$ cat src/rtl/fcap_pkg.sv
package fcap_pkg;
  typedef enum logic [1:0] {
    ST_IDLE,
    ST_ARMED,
    ST_SYNC,
    ST_CAPT
  } cap_state_e;
endpackage

$ cat src/rtl/fcap_luma.sv
module fcap_luma #(
  parameter int PIX_W  = 12,
  parameter int GRAY_W = 8
) (
  input  logic [PIX_W-1:0]  red_i,
  input  logic [PIX_W-1:0]  grn_i,
  input  logic [PIX_W-1:0]  blu_i,
  output logic [GRAY_W-1:0] gray_o
);
  // weights sum to 256, so the top PIX_W bits of sum are the luma
  localparam int SUM_W = PIX_W + 8;

  logic [SUM_W-1:0] sum;

  always_comb begin
    sum = SUM_W'(red_i) * SUM_W'(77)
        + SUM_W'(grn_i) * SUM_W'(150)
        + SUM_W'(blu_i) * SUM_W'(29);
  end

  assign gray_o = sum[SUM_W-1 -: GRAY_W];

  initial assert (GRAY_W <= PIX_W) else $error("GRAY_W wider than PIX_W");
endmodule

$ cat src/rtl/fcap_ctrl.sv
module fcap_ctrl
  import fcap_pkg::*;
#(
  parameter int NUM_PIX = 192,
  parameter int ADDR_W  = 8
) (
  input  logic              clk_i,
  input  logic              rst_ni,
  input  logic              start_i,
  input  logic              frame_vld_i,
  input  logic              line_vld_i,
  output logic              wr_en_o,
  output logic [ADDR_W-1:0] wr_addr_o,
  output logic              ready_o
);
  cap_state_e state_q, state_d;

  always_comb begin
    state_d = state_q;
    unique case (state_q)
      ST_IDLE:  if (start_i)      state_d = ST_ARMED;
      ST_ARMED: if (!frame_vld_i) state_d = ST_SYNC;
      ST_SYNC:  if (frame_vld_i)  state_d = ST_CAPT;
      ST_CAPT:  if (!frame_vld_i) state_d = ST_IDLE;
      default:                    state_d = ST_IDLE;
    endcase
  end

  logic in_frame;
  assign in_frame = (state_q == ST_SYNC) || (state_q == ST_CAPT);
  assign wr_en_o  = in_frame && frame_vld_i && line_vld_i
                    && (wr_addr_o < ADDR_W'(NUM_PIX));
  assign ready_o  = (state_q != ST_CAPT);

  always_ff @(posedge clk_i or negedge rst_ni) begin
    if (!rst_ni) begin
      state_q   <= ST_IDLE;
      wr_addr_o <= '0;
    end else begin
      state_q <= state_d;
      if (state_q == ST_ARMED && !frame_vld_i) wr_addr_o <= '0;
      else if (wr_en_o)                        wr_addr_o <= wr_addr_o + 1'b1;
    end
  end

  assert_wr_strobes_R4: assert property (@(posedge clk_i) disable iff (!rst_ni)
    wr_en_o |-> (frame_vld_i && line_vld_i));

  assert_addr_hold_R4: assert property (@(posedge clk_i) disable iff (!rst_ni)
    (!wr_en_o && state_q != ST_ARMED) |=> $stable(wr_addr_o));

  assert_skip_running_R2: assert property (@(posedge clk_i) disable iff (!rst_ni)
    (state_q == ST_ARMED && frame_vld_i) |=> (ready_o && state_q == ST_ARMED));

  assert_busy_hold_R6: assert property (@(posedge clk_i) disable iff (!rst_ni)
    (!ready_o && frame_vld_i) |=> !ready_o);

  assert_release_R3: assert property (@(posedge clk_i) disable iff (!rst_ni)
    (!ready_o && !frame_vld_i) |=> ready_o);
endmodule

$ cat src/rtl/fcap_mem.sv
module fcap_mem #(
  parameter int IMG_W  = 16,
  parameter int IMG_H  = 12,
  parameter int GRAY_W = 8,
  parameter int ADDR_W = 8,
  parameter int X_W    = 4,
  parameter int Y_W    = 4
) (
  input  logic              clk_i,
  input  logic              rst_ni,
  input  logic              we_i,
  input  logic [ADDR_W-1:0] waddr_i,
  input  logic [GRAY_W-1:0] wdata_i,
  input  logic [X_W-1:0]    rd_x_i,
  input  logic [Y_W-1:0]    rd_y_i,
  output logic [GRAY_W-1:0] rd_data_o
);
  localparam int NUM_PIX = IMG_W * IMG_H;
  localparam int IDX_W   = (NUM_PIX > 1) ? $clog2(NUM_PIX) : 1;

  logic [GRAY_W-1:0] mem_q [NUM_PIX];
  logic              in_range;
  logic [ADDR_W-1:0] raddr;

  assign in_range = (32'(rd_x_i) < IMG_W) && (32'(rd_y_i) < IMG_H);
  assign raddr    = ADDR_W'(rd_y_i) * ADDR_W'(IMG_W) + ADDR_W'(rd_x_i);

  always_ff @(posedge clk_i or negedge rst_ni) begin
    if (!rst_ni) begin
      for (int i = 0; i < NUM_PIX; i++) mem_q[i] <= '0;
    end else if (we_i) begin
      mem_q[waddr_i[IDX_W-1:0]] <= wdata_i;
    end
  end

  always_ff @(posedge clk_i or negedge rst_ni) begin
    if (!rst_ni)       rd_data_o <= '0;
    else if (in_range) rd_data_o <= mem_q[raddr[IDX_W-1:0]];
    else               rd_data_o <= '0;
  end

  assert_wr_bound_R7: assert property (@(posedge clk_i) disable iff (!rst_ni)
    we_i |-> (32'(waddr_i) < NUM_PIX));

  assert_oor_zero_R8: assert property (@(posedge clk_i) disable iff (!rst_ni)
    !in_range |=> (rd_data_o == '0));
endmodule

$ cat src/rtl/frame_capture.sv
module frame_capture #(
  parameter int IMG_W  = 16,
  parameter int IMG_H  = 12,
  parameter int PIX_W  = 12,
  parameter int GRAY_W = 8,
  localparam int X_W   = (IMG_W > 1) ? $clog2(IMG_W) : 1,
  localparam int Y_W   = (IMG_H > 1) ? $clog2(IMG_H + 1) : 1
) (
  input  logic              clk_i,
  input  logic              rst_ni,
  input  logic              start_i,
  input  logic              frame_vld_i,
  input  logic              line_vld_i,
  input  logic [PIX_W-1:0]  red_i,
  input  logic [PIX_W-1:0]  grn_i,
  input  logic [PIX_W-1:0]  blu_i,
  input  logic [X_W-1:0]    rd_x_i,
  input  logic [Y_W-1:0]    rd_y_i,
  output logic [GRAY_W-1:0] rd_data_o,
  output logic              ready_o
);
  localparam int NUM_PIX = IMG_W * IMG_H;
  localparam int ADDR_W  = $clog2(NUM_PIX + 1);

  logic              wr_en;
  logic [ADDR_W-1:0] wr_addr;
  logic [GRAY_W-1:0] gray;

  fcap_ctrl #(.NUM_PIX(NUM_PIX), .ADDR_W(ADDR_W)) i_ctrl (
    .clk_i      (clk_i),
    .rst_ni     (rst_ni),
    .start_i    (start_i),
    .frame_vld_i(frame_vld_i),
    .line_vld_i (line_vld_i),
    .wr_en_o    (wr_en),
    .wr_addr_o  (wr_addr),
    .ready_o    (ready_o)
  );

  fcap_luma #(.PIX_W(PIX_W), .GRAY_W(GRAY_W)) i_luma (
    .red_i (red_i),
    .grn_i (grn_i),
    .blu_i (blu_i),
    .gray_o(gray)
  );

  fcap_mem #(
    .IMG_W(IMG_W), .IMG_H(IMG_H), .GRAY_W(GRAY_W),
    .ADDR_W(ADDR_W), .X_W(X_W), .Y_W(Y_W)
  ) i_mem (
    .clk_i    (clk_i),
    .rst_ni   (rst_ni),
    .we_i     (wr_en),
    .waddr_i  (wr_addr),
    .wdata_i  (gray),
    .rd_x_i   (rd_x_i),
    .rd_y_i   (rd_y_i),
    .rd_data_o(rd_data_o)
  );
endmodule

$ cat config.mk
export PLATFORM = sky130hd
export DESIGN_NAME = frame_capture
export DESIGN_NICKNAME = d
export VERILOG_FILES = /design/src/rtl/fcap_pkg.sv /design/src/rtl/fcap_luma.sv /design/src/rtl/fcap_ctrl.sv /design/src/rtl/fcap_mem.sv /design/src/rtl/frame_capture.sv
export SDC_FILE = /design/constraint.sdc
export NUM_CORES = 2
export LEC_CHECK = 0
export ABC_CLOCK_PERIOD_IN_PS = 2350
export CORE_MARGIN = 8
export CORE_UTILIZATION = 35
export DETAILED_ROUTE_END_ITERATION = 8
export GPL_ROUTABILITY_DRIVEN = 0
export GPL_TIMING_DRIVEN = 0
export PLACE_DENSITY = 0.53
export SETUP_SLACK_MARGIN = 0.4
export SYNTH_ARGS = -nofsm -noshare
export SYNTH_HDL_FRONTEND = slang
export SYNTH_HIERARCHICAL = 1
export SYNTH_SLANG_ARGS = --single-unit
$ cat constraint.sdc
create_clock -name clk_i -period 2.35 [get_ports clk_i]
set_input_delay 0.5875 -clock clk_i [delete_from_list [all_inputs] [get_ports clk_i]]
set_output_delay 0.5875 -clock clk_i [all_outputs]
set_load 0.1 [all_outputs]
======== Yosys cells after proc, flatten, opt, wreduce, memory -nomap -nowiden ========
Index checks and enable logic that the tools add are counted.
storage, ports and cells
  bits in registers ....................... 1,554
  input bits .............................. 49
  output and inout bits ................... 9
  logic and storage cells ................. 241
cells by class
  add/subtract/negate cells ............... 4
  $mul .................................... 3
  order comparisons ....................... 5
  eq/ne operators ......................... 8
  mux-type cells .......................... 14
  bitwise gates (word level) .............. 2
  reductions and logical operators ........ 10
operators by type and width
  operator                                                   count
  bitwise mux 1536 bit                                       1
  binary-select mux 8 bit (select 8 bit)                     1
  demux 8 bit (select 8 bit)                                 1
  two-way mux 8 bit                                          6
  multiplier 12 x 7 -> 19 bit (second input constant)        2
  adder 19 x 20 -> 20 bit                                    1
  adder 20 x 17 -> 20 bit                                    1
  greater-or-equal comparator 9 bit (second input constant)  2
  inverter 8 -> 9 bit                                        2
  multiplier 12 x 5 -> 17 bit (second input constant)        1
  inequality test 2 bit (second input constant)              5
  < comparator 9 x 1 -> 1 bit (second input constant)        1
  adder 8 x 1 -> 8 bit (second input constant)               1
  adder 8 x 4 -> 8 bit                                       1
  < comparator 8 bit (second input constant)                 1
  two-way mux 2 bit                                          4
  one-hot mux 2 bit (4 select lines)                         1
  logical AND 1 bit                                          5
  == test 2 bit (second input constant)                      2
  < comparator 4 bit (second input constant)                 1
  AND reduction 4 bit                                        1
  == test 2 x 1 -> 1 bit (second input constant)             1
  zero test 2 bit                                            1
  nonzero test 2 bit                                         1
  other kinds (2)                                            2

======== Depth between registers and ports, before layout ========
  depth in word-level cells ............... 7
  mapped depth ............................ 30
  depth with buffers taken out ............ 28

======== Hierarchy ========
Netlist, hierarchy kept.
modules (own cells, without submodules)
  module     instances  cells each  area each (um^2)  sequential area each (um^2)
  fcap_mem   1          4,584       70,577.7          38,637.1
  fcap_luma  1          481         4,735.8           0.0
  fcap_ctrl  1          65          638.1             250.2

======== Worst setup path after synthesis ========
Ideal clock, no wire load.
  kind .................................... in2reg
  from .................................... input grn_i[5]
  to ...................................... register i_mem/mem_q[1023] (netlist bit)
  setup time .............................. 0.065 ns
  data arrival time ....................... 7.516 ns
  data required time ...................... 2.285 ns
  slack ................................... -5.231 ns
  stages .................................. 28
  buffers on the path ..................... 2
  cells stage by stage .................... ha_1 > ha_1 > fa_1 > inv_1 > fa_1 > inv_1 > ha_1 > a21oi_2 > o21ai_1 > nand2_1 > nand2_1 > a21oi_1 > xnor2_1 > fa_1 > fa_1 > inv_1 > fa_1 > fa_1 > inv_1 > ha_1 > a21oi_1 > o21ai_0 > a41o_1 > a311oi_2 > xnor2_1 > clkbuf_1 > clkbuf_1 > mux2_2
on the way
  word-level cells in the longest chain between the ends .. 4
RTL lines
  what                             RTL line             source
  from (decl)                      frame_capture.sv:15  input logic [PIX_W-1:0] grn_i,
  multiplier 12 x 7 -> 19 bit      fcap_luma.sv:17      + SUM_W'(grn_i) * SUM_W'(150)
  adder 19 x 20 -> 20 bit          fcap_luma.sv:17
  adder 20 x 17 -> 20 bit          fcap_luma.sv:18      + SUM_W'(blu_i) * SUM_W'(29);
  via gray[7]                      frame_capture.sv:27  logic [GRAY_W-1:0] gray;
  bitwise mux 1536 bit             fcap_mem.sv:32       mem_q[waddr_i[IDX_W-1:0]] <= wdata_i;
  to (signal, indexed assignment)  fcap_mem.sv:32
  to (decl)                        fcap_mem.sv:21       logic [GRAY_W-1:0] mem_q [NUM_PIX];
The timed path passes the listed nets, and every way through them passes these cells.
A chain may end at the register's enable or synchronous reset.

======== Worst setup path after layout ========
  from .................................... input grn_i[7]
  to ...................................... register i_mem/mem_q[1215] (netlist bit)
Same word-level chain as after synthesis.

==> results.json <==
{
  "status": "finished, violations left",
  "violations": "negative hold slack, max-capacitance violations, max-slew violations, negative setup slack",
  "ant_nets": 0,
  "crit_slowest_cell": "fa_1",
  "drc": 0,
  "io_pins": 58,
  "clk_pin_slew_ns": 0.06,
  "synth_most_common_cell": "mux2_2",
  "syn_inst": 5130,
  "ys_seq_area_frac": 0.512,
  "yosysUniqueCellTypes": 85,
  "dieWidth_um": 482,
  "required_ns": 3.06,
  "die_area_um2": 232000,
  "hold-worst-slack_ns": -0.326,
  "worst_r2r_path_depth": 9,
  "numCtsBuffers": 173,
  "cts_sinks": 1554,
  "antenna_found_initial": 9,
  "cp_slowest_stage_delay_ns": 0.53,
  "final_nets": 5712,
  "cts_tree": "built",
  "synth_flop_cell": "dfrtp_1",
  "drive_gt1_frac": 0.477,
  "syn_area_um2": 76000,
  "h-tree-depth": 4,
  "worstSetupPathType": "input pin to flip-flop",
  "cap_violations": 1,
  "rrSetupSlack_ns": -2.79,
  "synth-seq-cells": 1554,
  "synth_common_cells": "1592 x mux2_2, 1554 x dfrtp_1, 320 x mux4_2",
  "post_drt_wl_per_cell_um": 31.9,
  "cts_root_buf": "clkbuf_16",
  "cp-endpoint": "i_mem/mem_q[1215]",
  "drt-initial-drc-count": 3932,
  "via_per_inst": 5.65,
  "max-clock-path-buffers": 3,
  "syn-num-nets": 5387,
  "grt_pass1_wl_mm": 383,
  "syn_avg_cell_area_um2": 14.8,
  "async_flop_share": 1.00,
  "fmax_mhz": 148,
  "clock_skew_ns": 0.0435,
  "netlist.top_cell.by_area": "dfrtp_1",
  "wl_mm": 270,
  "timing.rr.start": "i_ctrl/state_q[0]",
  "synth_top_cell_area_share": 0.512,
  "start_util": 0.351,
  "cp_common_cell": "fa_1",
  "slew_headroom": -0.0149,
  "grt_max_degree": 174,
  "slew_viol_final": 9,
  "core-area_um2": 217000,
  "synthToLayoutAreaGrowth_pct": 20.2,
  "grt.overflow.total": 0,
  "ys_top_cells_by_area": "dfrtp_1 51%, mux2_2 24%, mux4_2 9.5%",
  "synth_enable_flop_cells": 0,
  "setup_viol": 1553,
  "die_h_um": 482,
  "min_period_ns": 6.74,
  "crit_fanout": 7,
  "critPathLaunchType": "input pin",
  "hold_path.class": "input pin to async pin",
  "rsz0062_at_grt": "true",
  "yosysWarnings": 6,
  "std_cell_rows": 171,
  "critPathArrivalTime_ns": 7.45,
  "io_buffers": 52,
  "hpwl_mm": 186,
  "post-route-period-util": 2.87,
  "fin_ws_ns": -4.39,
  "clock_latency_ns": 0.85,
  "crit_start": "grn_i[7]",
  "grt_pass1_vias": 50100,
  "vias": 47700,
  "grt.total_usage": 0.228,
  "reg2reg_to": "i_mem/mem_q[145]",
  "hold_viol": 84,
  "cp-end-kind": "flip-flop",
  "drt_pass1_iterations": 5,
  "tns_ns": -6544.94,
  "worst_pin_slew_ns": 1.52
}
==> cell type report <==
class | count | area, µm²
Antenna cell | 9 | 22.5
Buffer | 340 | 3260
Clock buffer | 252 | 5050
Clock inverter | 53 | 779
Fill cell | 19700 | 125000
Inverter | 154 | 578
Multi-Input combinational cell | 3082 | 36800
Sequential cell | 1554 | 38900
Tap cell | 2854 | 3570
Timing Repair Buffer | 150 | 2300
==> per-stage QoR <==
| stage | utilization | instance area, µm² | setup WS [ns] | instances | hold WS (ns) |
|---|---|---|---|---|---|
| detailed placement | 0.379 | 82100 | -7.11 | 8052 | 0.487 |
| finish | 0.422 | 91300 | -4.39 | 8448 | -0.326 |
| CTS | 0.417 | 90300 | -4.30 | 8411 | -0.351 |
| global placement | 0.377 | 81600 | -71.77 | 8036 | 0.482 |
| global route | 0.421 | 91300 | -4.57 | 8442 | -0.323 |
| floorplan | - | 77500 | -4.45 | 5130 | 0.292 |
==> routing by layer <==
layer	vias up	part of all wire	wire [µm]	track usage
li1	19600	-	-	-
met1	26100	0.44	118000	0.316
met5	-	0.000048	13	0
met3	483	0.063	17000	0.0448
met2	1534	0.46	123000	0.356
met4	2	0.042	11400	0.0849
==> flip-flops by register name, indices dropped and copies added (netlist names) <==
signal            flops
i_ctrl/state_q        2
i_ctrl/wr_addr_o      8
i_mem/rd_data_o       8
i_mem/mem_q        1536
==> worst min path at each step <==
stage                         to               from  depth (start not counted)  slack (ns)
6_report        i_mem/mem_q[167]             rst_ni                          1       -0.33
2_1_floorplan  i_ctrl/state_q[0]             rst_ni                          0        0.29
4_1_cts         i_mem/mem_q[183]             rst_ni                          1       -0.35
3_5_place_dp    i_mem/mem_q[173]   i_mem/mem_q[173]                          1        0.49
3_3_place_gp   i_mem/mem_q[1352]  i_mem/mem_q[1352]                          1        0.48
5_1_grt         i_mem/mem_q[183]             rst_ni                          1       -0.32
==> critical path: cells and delay by family <==
kind,cells,cell delay (ns)
AND/OR/NAND/NOR,2,0.17
multiplexers,1,0.27
AO/OA/AOI/OAI,6,1.21
XOR/XNOR,2,0.17
buffers and inverters,10,1.08
adder cells (fa/ha/maj),10,3.91
==> cell families (layout without fill, tap and decap cells) <==
kind of cell    Yosys count  in the layout  synth area share
compound gates          295            295            0.0300
fa+ha+maj               208            208            0.0433
other cells               0              9                 0
simple gates            451            451            0.0272
buf+inv                 494            949            0.0284
flops                  1554           1554             0.512
mux                    2108           2108             0.357
xor+xnor                 20             20           0.00231
==> cell usage in the layout, fill, tap and decap left out, drive strengths merged, types with 6 or more instances in the layout <==
cell and count:
a2111oi 20, a211oi 31, a21o 12, a21oi 34, a221o 30, a221oi 9, a22o 7, a22oi 9
a31oi 8, and2 6, buf 195, bufinv 12, clkbuf 502, clkdlybuf4s50 40, clkinv 34, dfrtp 1554
diode 9, fa 91, ha 117, inv 159, mux2 1593, mux2i 195, mux4 320, nand2 126
nand2b 17, nand3 19, nor2 201, nor2b 26, nor3 12, o2111ai 9, o21ai 41, o221ai 9
o22ai 45, o31ai 7, or4 8, xnor2 15
==> what timing repair did <==
| action | CTS | global route |
|---|---|---|
| hold endpoints to repair | 84 | 84 |
| gates cloned | 27 | 17 |
| gates resized for setup | 400 | 156 |
| endpoints found under the setup margin | 1863 | 1905 |
| pin swaps | 35 | 11 |
| buffers inserted | 27 | 11 |
Power is left out: the tool's default activity adds up to more than one toggle a clock period on the data nets, which glitch-free logic cannot reach.
